**src/rtl/edh_flag_pkg.sv**
```systemverilog
package edh_flag_pkg;
  localparam int unsigned AREA_N  = 3;
  localparam int unsigned FLAG_N  = 5;
  localparam int unsigned REG_W   = AREA_N * FLAG_N;
  typedef logic [FLAG_N-1:0] area_flags_t;
endpackage

```
**src/rtl/edh_flag_stage.sv**
```systemverilog
module edh_flag_stage
  import edh_flag_pkg::*;
#(
  parameter int unsigned WORD_W   = 10,
  parameter int unsigned IDX_W    = 6,
  parameter int unsigned FLAG_LSB = 1,
  parameter int unsigned ANC_IDX  = 12,
  parameter int unsigned AP_IDX   = 13,
  parameter int unsigned FF_IDX   = 14
) (
  input  logic              clk,
  input  logic              rst,
  input  logic              word_valid,
  input  logic [IDX_W-1:0]  word_idx,
  input  logic [WORD_W-1:0] word_data,
  output logic [REG_W-1:0]  stage_flags,
  output logic              all_seen
);
  logic [AREA_N-1:0] seen;

  for (genvar a = 0; a < AREA_N; a++) begin : g_area
    localparam int unsigned SLOT = (a == 0) ? ANC_IDX : (a == 1) ? AP_IDX : FF_IDX;
    always_ff @(posedge clk) begin
      if (rst) begin
        stage_flags[a*FLAG_N +: FLAG_N] <= '0;
        seen[a] <= 1'b0;
      end else if (word_valid) begin
        if (word_idx == '0) begin
          seen[a] <= 1'b0;
        end else if (word_idx == IDX_W'(SLOT)) begin
          stage_flags[a*FLAG_N +: FLAG_N] <= word_data[FLAG_LSB +: FLAG_N];
          seen[a] <= 1'b1;
        end
      end
    end
    // a packet start forgets the slot
    p_restart_clears_r9: assert property (@(posedge clk) disable iff (rst)
      (word_valid && word_idx == '0) |=> !seen[a]);
  end

  assign all_seen = &seen;

  logic unused_bits;
  assign unused_bits = ^word_data;
endmodule

```
**src/rtl/edh_commit_ctrl.sv**
```systemverilog
module edh_commit_ctrl #(
  parameter int unsigned IDX_W    = 6,
  parameter int unsigned CSUM_IDX = 22
) (
  input  logic             clk,
  input  logic             rst,
  input  logic             word_valid,
  input  logic [IDX_W-1:0] word_idx,
  input  logic             crc_err,
  input  logic             all_seen,
  output logic             commit,
  output logic             upd_busy
);
  logic is_start, is_csum;
  assign is_start = word_valid && (word_idx == '0);
  assign is_csum  = word_valid && (word_idx == IDX_W'(CSUM_IDX));
  assign commit   = is_csum && upd_busy && all_seen && !crc_err;

  always_ff @(posedge clk) begin
    if (rst)           upd_busy <= 1'b0;
    else if (is_start) upd_busy <= 1'b1;
    else if (is_csum)  upd_busy <= 1'b0;
  end

  p_busy_rise_r8: assert property (@(posedge clk) disable iff (rst)
    is_start |=> upd_busy);
  p_busy_fall_r8: assert property (@(posedge clk) disable iff (rst)
    (is_csum && !is_start) |=> !upd_busy);
  p_crc_blocks_r4: assert property (@(posedge clk) disable iff (rst)
    crc_err |-> !commit);
endmodule

```
**src/rtl/edh_flag_capture.sv**
```systemverilog
module edh_flag_capture
  import edh_flag_pkg::*;
#(
  parameter int unsigned WORD_W   = 10,
  parameter int unsigned IDX_W    = 6,
  parameter int unsigned FLAG_LSB = 1,
  parameter int unsigned ANC_IDX  = 12,
  parameter int unsigned AP_IDX   = 13,
  parameter int unsigned FF_IDX   = 14,
  parameter int unsigned CSUM_IDX = 22
) (
  input  logic              clk,
  input  logic              rst,
  input  logic              word_valid,
  input  logic [IDX_W-1:0]  word_idx,
  input  logic [WORD_W-1:0] word_data,
  input  logic              crc_err,
  input  logic              rd_stb,
  output logic [REG_W-1:0]  flags,
  output logic              upd_busy
);
  logic [REG_W-1:0] stage_flags;
  logic             all_seen;
  logic             commit;

  edh_flag_stage #(
    .WORD_W(WORD_W), .IDX_W(IDX_W), .FLAG_LSB(FLAG_LSB),
    .ANC_IDX(ANC_IDX), .AP_IDX(AP_IDX), .FF_IDX(FF_IDX)
  ) u_stage (
    .clk(clk), .rst(rst), .word_valid(word_valid), .word_idx(word_idx),
    .word_data(word_data), .stage_flags(stage_flags), .all_seen(all_seen)
  );

  edh_commit_ctrl #(.IDX_W(IDX_W), .CSUM_IDX(CSUM_IDX)) u_ctrl (
    .clk(clk), .rst(rst), .word_valid(word_valid), .word_idx(word_idx),
    .crc_err(crc_err), .all_seen(all_seen), .commit(commit), .upd_busy(upd_busy)
  );

  always_ff @(posedge clk) begin
    if (rst)         flags <= '0;
    else if (commit) flags <= stage_flags;
  end

  logic is_csum_word;
  assign is_csum_word = word_valid && (word_idx == IDX_W'(CSUM_IDX));

  p_atomic_r3: assert property (@(posedge clk) disable iff (rst)
    !is_csum_word |=> $stable(flags));
  p_crc_hold_r4: assert property (@(posedge clk) disable iff (rst)
    (is_csum_word && crc_err) |=> $stable(flags));
  p_read_no_clear_r5: assert property (@(posedge clk) disable iff (rst)
    (rd_stb && !is_csum_word) |=> $stable(flags));
  p_idle_hold_r6: assert property (@(posedge clk) disable iff (rst)
    !word_valid |=> $stable(flags));

  logic unused_rd;
  assign unused_rd = rd_stb;
endmodule

```
**config.mk**
```make
export PLATFORM = sky130hd
export DESIGN_NAME = edh_flag_capture
export DESIGN_NICKNAME = d
export VERILOG_FILES = /design/src/rtl/edh_flag_pkg.sv /design/src/rtl/edh_flag_stage.sv /design/src/rtl/edh_commit_ctrl.sv /design/src/rtl/edh_flag_capture.sv
export SDC_FILE = /design/constraint.sdc
export NUM_CORES = 1
export LEC_CHECK = 0
export BUFFER_PORTS_ARGS = -buffer_cell sky130_fd_sc_hd__buf_2
export CORE_MARGIN = 3
export CORE_UTILIZATION = 46
export CTS_CLUSTER_SIZE = 20
export DETAILED_ROUTE_END_ITERATION = 10
export PLACE_DENSITY = 0.83
export SETUP_SLACK_MARGIN = 0.05
export SYNTH_ARGS = -nofsm -noshare
export SYNTH_HDL_FRONTEND = slang
export SYNTH_SLANG_ARGS = --single-unit
```
**constraint.sdc**
```tcl
create_clock -name clk -period 1.25 [get_ports clk]
set_clock_uncertainty 0.1 [all_clocks]
set_input_delay 0 -clock clk [delete_from_list [all_inputs] [get_ports clk]]
set_output_delay 0 -clock clk [all_outputs]
set_load 0.02 [all_outputs]
```
==> run metrics <==
core footprint 2810 um2; setup_tns -0.911 ns; chip height 60.9 um; Via density 5.25; worst vdd ir 0.642 mV; Max-slew headroom 0.732; simple-gate share of the synthesized area 0.213; leakage 0.743 nW; Cell Area, Synth 1390 um2; gr ovfl total 0; Setup violations, final 15; #FFs+latches synth 34; final hold violations 2; synthesis-to-layout area growth 30.2%; synth warn 0; CTS Sinks 34; status finished with violations; Power Total 0.00185 W; Die ar. 3710 um2; Rows 19; maxcap violations 0; Setup WS pre-CTS -0.175 ns; top-level port count 37; fin cells 226; # H-tree levels 2; Worst-Skew Late Latency 0.34 ns; data required time of the worst path 1.37 ns; CTS tree built; chip width 60.9 um; 1st-pass router iterations 4; highest-delay cell along the critical path or4_4; hold buffer count at cts 7; placed cells 211; clock buffer depth 2; gate count of the mapped netlist 142; Slew @ Worst Pin 0.401 ns; vias in the first global route 1236; unrepaired setup endpoints after global routing yes; failing checks hold timing, setup timing; GRT Total Usage 0.194; cell accounting for the most synthesized area dfxtp_1; largest family of logic cells by synthesized area simple AND/OR/NAND/NOR gates; clk slew on worst S/H paths 0.10 ns; root buf cell clkbuf_4; Setup Fix Bufs, Post-CTS 0; Synth top area share 0.491; crit-path max cell delay 0.48 ns; startpoint type of the worst setup path register; Initial Util 0.495; Tcrit/Tclk final 1.08; post-synthesis mux area share 0.180; CTS Buf Count 5; port bufs 30; post-synthesis cell type count 29; GPL Wtd Cong 0.868; Initial DRC Count 26; Synth top cells by count 36 x nand2_1, 34 x dfxtp_1, 25 x mux2i_1; antenna violations before repair 0; critical-path cell list nand4_1 -> or4_4 -> mux2i_1; vias after detailed routing 1187; hold slack final -0.0704 ns; Post-synth ARST share 0; layout cells sized above 1 0.328; Final Worst Setup Slack -0.0990 ns; fin crit period 1.35 ns; number of flops mapped to enable cells by yosys 0; global-route wire length before repair 5220 um; most frequent cell after synthesis nand2_1; DRC Markers 0; mean post-synth cell area 9.77 um2; Power Density 1020 nW/um2; Setup crit end kind register; per-cell routed wire length 13.8 um; f_max 741 MHz; Compound-Gate Fraction of Synth Area 0.0821; WL final 3110 um; fillers 246; worst hold path type in2reg; Synth Net Count 163; DRT antenna net count 0; Synth Area in Adders 0; Slew Viols, Final 0; pin count of the biggest net entering global routing 22; critical path type reg2reg; XOR/XNOR Fraction of Synth Area 0; Critical Path Fanout Max 3; top area cells in the synthesized netlist dfxtp_1 49%, mux2i_1 18%, nand2_1 9.7%; antenna cells 0; Worst EP arrival 1.47 ns; post-synthesis sequential area ratio 0.491; final net count 215; Primary FF master, synth dfxtp_1; hpwl dp 2340 um
state kept, by name, indices dropped and copies added (netlist names):
register and flops:
flags 15, u_stage.stage_flags 15, u_stage.seen 3, u_ctrl.upd_busy 1
cells in the final DEF, fill, tap and decap left out, drive strengths merged, types with 2 or more instances in the layout:
| cell type | count |
|---|---|
| and4 | 2 |
| a21oi | 8 |
| nand3 | 5 |
| buf | 46 |
| o21ai | 6 |
| inv | 2 |
| dfxtp | 34 |
| dlygate4sd3 | 7 |
| clkbuf | 7 |
| mux2i | 25 |
| or3b | 2 |
| nand2 | 36 |
worst max-delay path: cells and delay by family, from the launching register on:
kind | cells | cell delay, ns
mux | 1 | 0.14
simple gates | 2 | 0.64
flops | 1 | 0.36
power by group:
group | total, W | internal (W) | switching [W]
Combinational | 0.000137 | 0.0000657 | 0.0000712
Sequential | 0.00109 | 0.00108 | 0.00000225
Clock | 0.000625 | 0.000272 | 0.000353
what timing repair did:
action	in CTS	in global routing
gates resized for setup	3	0
endpoints found under the hold margin	20	2
setup endpoints to repair	15	15
gates cloned	0	0
layer usage:
layer	vias to the layer above	routed length, um	track usage
met5	-	0	0
met4	0	47	0.0898
met3	5	169	0.0617
met2	31	1550	0.345
met1	550	1350	0.208
li1	601	-	-
worst paths after layout:
path                            to                          from  slack, ns  depth (start not counted)
max          flags[0]$_SDFFE_PP0P_  u_stage.seen[0]$_SDFFE_PP0P_       -0.1                          3
min          flags[1]$_SDFFE_PP0P_                       crc_err      -0.07                          3
max reg2reg  flags[0]$_SDFFE_PP0P_  u_stage.seen[0]$_SDFFE_PP0P_       -0.1                          3
min reg2reg  flags[2]$_SDFFE_PP0P_         flags[2]$_SDFFE_PP0P_       0.36                          2
cell type report:
| class | count | area [um2] | area share |
|---|---|---|---|
| flip-flops and latches | 34 | 688 | 0.381 |
| multi-input cells | 98 | 659 | 0.365 |
| repair buffers | 53 | 353 | 0.195 |
| clock buffers | 7 | 55.1 | 0.0305 |
| well taps | 31 | 38.8 | 0.0215 |
| inverters | 2 | 7.51 | 0.00416 |
| clock inverters | 1 | 5.00 | 0.00277 |
metrics by stage:
step | utilization | area, um2
floorplan | - | 1390
global placement | 0.596 | 1670
detailed placement | 0.596 | 1670
CTS | 0.644 | 1810
global route | 0.644 | 1810
finish | 0.644 | 1810
logic make-up after synthesis:
| kind of cell | Yosys count |
|---|---|
| multiplexers | 25 |
| AND/OR/NAND/NOR | 54 |
| buffers and inverters | 10 |
| flip-flops | 34 |
| AO/OA/AOI/OAI | 19 |
Power figures use the tool's default switching activity.
